## config.mk

```make
export PLATFORM = sky130hd
export DESIGN_NAME = pwr_mode_ctl
export DESIGN_NICKNAME = d
export VERILOG_FILES = /design/src/rtl/pwr_mode_ctl.sv
export SDC_FILE = /design/constraint.sdc
export NUM_CORES = 1
export LEC_CHECK = 0
export BUFFER_PORTS_ARGS = -buffer_cell sky130_fd_sc_hd__buf_2
export CAP_MARGIN = 0
export CORE_ASPECT_RATIO = 1.1
export CORE_UTILIZATION = 57
export CTS_CLUSTER_SIZE = 25
export DETAILED_ROUTE_END_ITERATION = 16
export HOLD_SLACK_MARGIN = 0.02
export PLACE_DENSITY = 0.84
export RECOVER_POWER = 25
export SLEW_MARGIN = 20
export SYNTH_ARGS = -nofsm -noshare
export SYNTH_HDL_FRONTEND = slang
export SYNTH_SLANG_ARGS = --single-unit
```

## constraint.sdc

```tcl
create_clock -name clk -period 5.7 [get_ports clk]
set_clock_uncertainty 0.15 [all_clocks]
set_input_delay 1.425 -clock clk [delete_from_list [all_inputs] [get_ports clk]]
set_output_delay 1.425 -clock clk [all_outputs]
set_load 0.05 [all_outputs]
```

## src/rtl/pwr_mode_ctl.sv

```systemverilog
module pwr_mode_ctl #(
  parameter int SETTLE_W     = 8,
  parameter int SETTLE_RESET = 8
) (
  input  logic       clk,
  input  logic       rst_n,
  input  logic       reg_wr,
  input  logic       reg_rd,
  input  logic [7:0] reg_addr,
  input  logic [7:0] reg_wdata,
  output logic [7:0] reg_rdata,
  input  logic       io_wake,
  input  logic       audio_wake,
  input  logic       tmr_ovf,
  output logic       pri_osc_en,
  output logic       sec_osc_en,
  output logic       tmr_clk_en,
  output logic       cpu_clk_en,
  output logic       mul_clk_en,
  output logic       pdn_pin
);

  localparam logic [7:0] ADDR_CK  = 8'hE8;
  localparam logic [7:0] ADDR_EXT = 8'hD6;
  localparam logic [7:0] ADDR_SET = 8'hE9;
  localparam logic [7:0] ADDR_WST = 8'hEA;
  localparam logic [SETTLE_W-1:0] CNT_ONE = {{(SETTLE_W-1){1'b0}}, 1'b1};
  localparam logic [SETTLE_W-1:0] CNT_ZERO = '0;

  logic                pd_q, poff_q, son_q, mul_q;
  logic [SETTLE_W-1:0] settle_q, cnt_q;
  logic [2:0]          wst_q;
  logic [2:0]          sy1_q, sy2_q, sy3_q;

  logic       run, ck_wr, rd_clr, eff_pd, eff_poff, eff_son, wake;
  logic [2:0] rise, hit;

  always_ff @(posedge clk or negedge rst_n) begin
    if (!rst_n) begin
      sy1_q <= '0;
      sy2_q <= '0;
      sy3_q <= '0;
    end else begin
      sy1_q <= {tmr_ovf, audio_wake, io_wake};
      sy2_q <= sy1_q;
      sy3_q <= sy2_q;
    end
  end

  assign rise   = sy2_q & ~sy3_q;
  assign run    = !pd_q && (cnt_q == CNT_ZERO);
  assign ck_wr  = reg_wr && run && (reg_addr == ADDR_CK);
  assign rd_clr = reg_rd && run && (reg_addr == ADDR_WST);

  assign eff_pd   = ck_wr ? reg_wdata[7] : pd_q;
  assign eff_poff = ck_wr ? reg_wdata[0] : poff_q;
  assign eff_son  = ck_wr ? reg_wdata[1] : son_q;

  assign hit  = !eff_pd ? 3'b000 :
                (eff_poff && !eff_son) ? (rise & 3'b001) : rise;
  assign wake = |hit;

  always_ff @(posedge clk or negedge rst_n) begin
    if (!rst_n) begin
      pd_q   <= 1'b0;
      poff_q <= 1'b0;
      son_q  <= 1'b0;
      cnt_q  <= '0;
      wst_q  <= '0;
    end else if (wake) begin
      pd_q   <= 1'b0;
      poff_q <= 1'b0;
      son_q  <= eff_son;
      cnt_q  <= settle_q;
      wst_q  <= hit;
    end else begin
      if (ck_wr) begin
        pd_q   <= reg_wdata[7];
        poff_q <= reg_wdata[0];
        son_q  <= reg_wdata[1];
      end
      if (cnt_q != CNT_ZERO) cnt_q <= cnt_q - CNT_ONE;
      if (rd_clr) wst_q <= '0;
    end
  end

  always_ff @(posedge clk or negedge rst_n) begin
    if (!rst_n) begin
      mul_q    <= 1'b1;
      settle_q <= SETTLE_W'(SETTLE_RESET);
    end else begin
      if (reg_wr && run && reg_addr == ADDR_EXT) mul_q <= reg_wdata[4];
      if (reg_wr && run && reg_addr == ADDR_SET) settle_q <= SETTLE_W'(reg_wdata);
    end
  end

  always_comb begin
    case (reg_addr)
      ADDR_CK:  reg_rdata = {pd_q, 5'b0, son_q, poff_q};
      ADDR_EXT: reg_rdata = {3'b0, mul_q, 4'b0};
      ADDR_SET: reg_rdata = 8'(settle_q);
      ADDR_WST: reg_rdata = {5'b0, wst_q};
      default:  reg_rdata = 8'h00;
    endcase
  end

  assign pri_osc_en = !(pd_q && poff_q);
  assign sec_osc_en = son_q;
  assign tmr_clk_en = !(pd_q && poff_q && !son_q);
  assign cpu_clk_en = run;
  assign mul_clk_en = mul_q;
  assign pdn_pin    = pd_q;

endmodule

```

==> flow_summary_export.csv <==
group,metric,value,unit
synthesis,ys_async_sr_fraction,1.000,
final_layout,drive_above_1_share,0.3859,
synthesis,synth_top_flop_cell,"dfrtp_1",
power_and_ir_drop,power_leakage,0.9463,nW
clocking,numClockSinks,32,
power_and_ir_drop,clkPwrFrac,0.244,
power_and_ir_drop,p_int,0.4628,mW
routing,antenna_left,0,
global_routing,grt-ovfl-total,0,
synthesis,synth_seq_cells,32,
final_layout,diodes,0,
clocking,hold_buffers,0,
die,initial_utilization,0.5932,
synthesis,synthesis.instances,141,
clocking,path_clk_slew,0.09,ns
power_and_ir_drop,sw_frac_of_total,0.3131,
clocking,cts-htree-levels,2,
die,die_w,53.03,um
worst_setup_path,cp.arrival,2.95,ns
global_routing,grt.total_usage,0.2559,
global_routing,antenna_found_initial,0,
final_layout,fillers,212,
flow_run,maxCapViolations,1,
die,core_area,2753,um^2
power_and_ir_drop,combPwrFrac,0.306,
die,placementRows,20,
timing,tightestPinTransition,1.615,ns
final_layout,syn_to_final_growth,17.70,%
synthesis,ys_top_cells_by_count,"dfrtp_1 (30), nand2_1 (14), mux2_2 (12), a21oi_1 (8), nor2_1 (7)",
timing,rsz0062_at_grt,"no",
clocking,max-clock-path-buffers,2,
worst_setup_path,worstSetupPathType,"in2out",
placement,finalWeightedCongestion,0.8341,
final_layout,final_core_util,0.6982,
routing,vias_per_cell,5.982,
synthesis,synth_cell_type_count,41,
timing,hold_viol,0,
die,die_y,58.14,um
global_routing,grt_start_max_net_pins,33,
timing,final.setup.worst_slack,1.176,ns
timing,min_period,4.524,ns
die,ioPinCount,37,
routing,first_pass_iters,4,
timing,whs,0.2058,ns
synthesis,synthesis.nets,166,
routing,finalWirelength,3345,um
placement,hpwl,2552,um
worst_setup_path,cp-end-kind,"output pin",
timing,period_share,0.7937,
power_and_ir_drop,p_switching,0.2109,mW
synthesis,ys_seq_area_frac,0.4920,
synthesis,netlist_area,1633,um^2
synthesis,synth_area_leaders,"dfrtp_1 (46%), mux2_2 (8.3%), mux2_4 (5.5%), dfstp_2 (3.2%), nand2_1 (3.2%)",
worst_setup_path,rr_worst_depth,5,
routing,num_vias,1298,
outcome,violations,"max-capacitance violations, max-slew violations",
placement,portBuffers,36,
die,die_area,3083,um^2
clocking,postCtsSetupBuffers,0,
synthesis,synth.most_common_cell,"dfrtp_1",
synthesis,yosysTopAreaCell,"dfrtp_1",
clocking,clk_latency,0.33,ns
worst_setup_path,crit_required,4.12,ns
power_and_ir_drop,vdd_drop_max,0.2349,mV
clocking,numCtsBuffers,5,
final_layout,nets,208,
routing,drt-initial-drc-count,32,
routing,wl_per_cell,15.41,um
timing,max_freq,221.0,MHz
clocking,cts-resized-gates,0,
power_and_ir_drop,pwr-share-seq,0.450,
worst_setup_path,critPathMaxFanout,4,
min_path,min_path_cells,0,
final_layout,finalNonFillerCells,217,
timing,setup_viol_count_final,0,
synthesis,avgSynthCellArea,11.58,um^2
synthesis,ys_warn_count,0,
placement,dpl_worst_slack,1.176,ns
routing,post-route-drc-count,0,
min_path,hold_class,"reg2reg",
timing,final.setup.tns,0,ns
worst_setup_path,cp-start-kind,"input port",
synthesis,yosysTopAreaCellShare,0.4598,
clocking,cts_root_buf,"clkbuf_4",
power_and_ir_drop,power_density,350.6,nW/um^2
placement,placedCellCount,209,
clocking,cts_tree,"done",
global_routing,grt_pass1_vias,1253,
global_routing,grt_first_pass_wirelength,5437,um
timing,max_slew_margin,-0.07650,
synthesis,synth_edf_count,0,
timing,maxSlewViolCount,33,
outcome,status,"finished with violations",
## critical path, stage by stage
cell,delay [ns]
buf_2,0.10
nand4bb_1,0.30
nor4b_1,0.63
a22o_1,0.23
buf_2,0.25
## layout by cell type, fill, tap and decap left out, types with 3 or more instances in the layout
| master | instances |
|---|---|
| nor2_1 | 7 |
| nand2_1 | 14 |
| nor4_1 | 3 |
| buf_2 | 35 |
| mux2_2 | 12 |
| a21oi_1 | 8 |
| a22o_1 | 4 |
| clkbuf_4 | 5 |
| dfrtp_1 | 30 |
| mux2_4 | 6 |
| nor2b_1 | 3 |
| nand3_1 | 4 |
| o21ai_0 | 4 |
| inv_1 | 5 |
| nand2b_1 | 5 |
| and2_1 | 3 |
## cells by family (layout without fill, tap and decap cells)
group,after synthesis,in the layout,synth area share
compound gates,25,25,0.1012
flops,32,32,0.4920
xor+xnor,3,3,0.01609
mux,19,19,0.1441
buf+inv,7,50,0.02069
simple gates,53,53,0.2107
fa+ha+maj,2,2,0.01532
## power by group through the flow
stage,Sequential [mW],Combinational [mW],Clock (mW)
2_1_floorplan,0.298,0.161,0
3_3_place_gp,0.304,0.192,0
3_5_place_dp,0.309,0.204,0
4_1_cts,0.304,0.205,0.169
5_1_grt,0.311,0.228,0.180
6_report,0.303,0.206,0.164
## state kept, by name, summed over array words and instances, names as in the netlist
signal      flops
sec_osc_en      1
sy1_q           3
wst_q           3
sy2_q           3
poff_q          1
sy3_q           3
cnt_q           8
mul_clk_en      1
pdn_pin         1
settle_q        8
## worst paths after layout
path | from | to | slack (ns)
worst max-delay path | reg_addr[4] | reg_rdata[2] | 1.18
worst min-delay path | sy1_q[0] | sy2_q[0] | 0.21
worst max register to register | cnt_q[4] | cnt_q[0] | 2.83
worst min register to register | sy1_q[0] | sy2_q[0] | 0.21
max in group asynchronous | rst_n | settle_q[7] | 3.12
min in group asynchronous | rst_n | cnt_q[3] | 1.34
## cell type report
class | instances | area, um^2 | share of cell area
Clock buffer | 6 | 41.29 | 0.02148
Clock inverter | 2 | 35.03 | 0.01823
Inverter | 5 | 18.77 | 0.009766
Multi-Input combinational cell | 102 | 795.8 | 0.4141
Sequential cell | 32 | 803.3 | 0.4180
Tap cell | 33 | 41.29 | 0.02148
Timing Repair Buffer | 37 | 186.4 | 0.09701
## metrics by stage
stage                     total power, mW  instance area, um^2
after floorplan                    0.4588                 1633
after global placement             0.4962                 1847
after detailed placement           0.5122                 1847
after CTS                          0.6780                 1923
after global routing               0.7186                 1922
final                              0.6737                 1922
## per-layer routing
metal / vias to the layer above / part of all wire / GRT usage
met4: 0 / 0.030 / 0.1316
met5: - / 0 / 0
li1: 600 / - / -
met1: 638 / 0.41 / 0.2960
met2: 49 / 0.51 / 0.4213
met3: 11 / 0.050 / 0.07874
No activity file was read; power rests on OpenSTA's default activity.
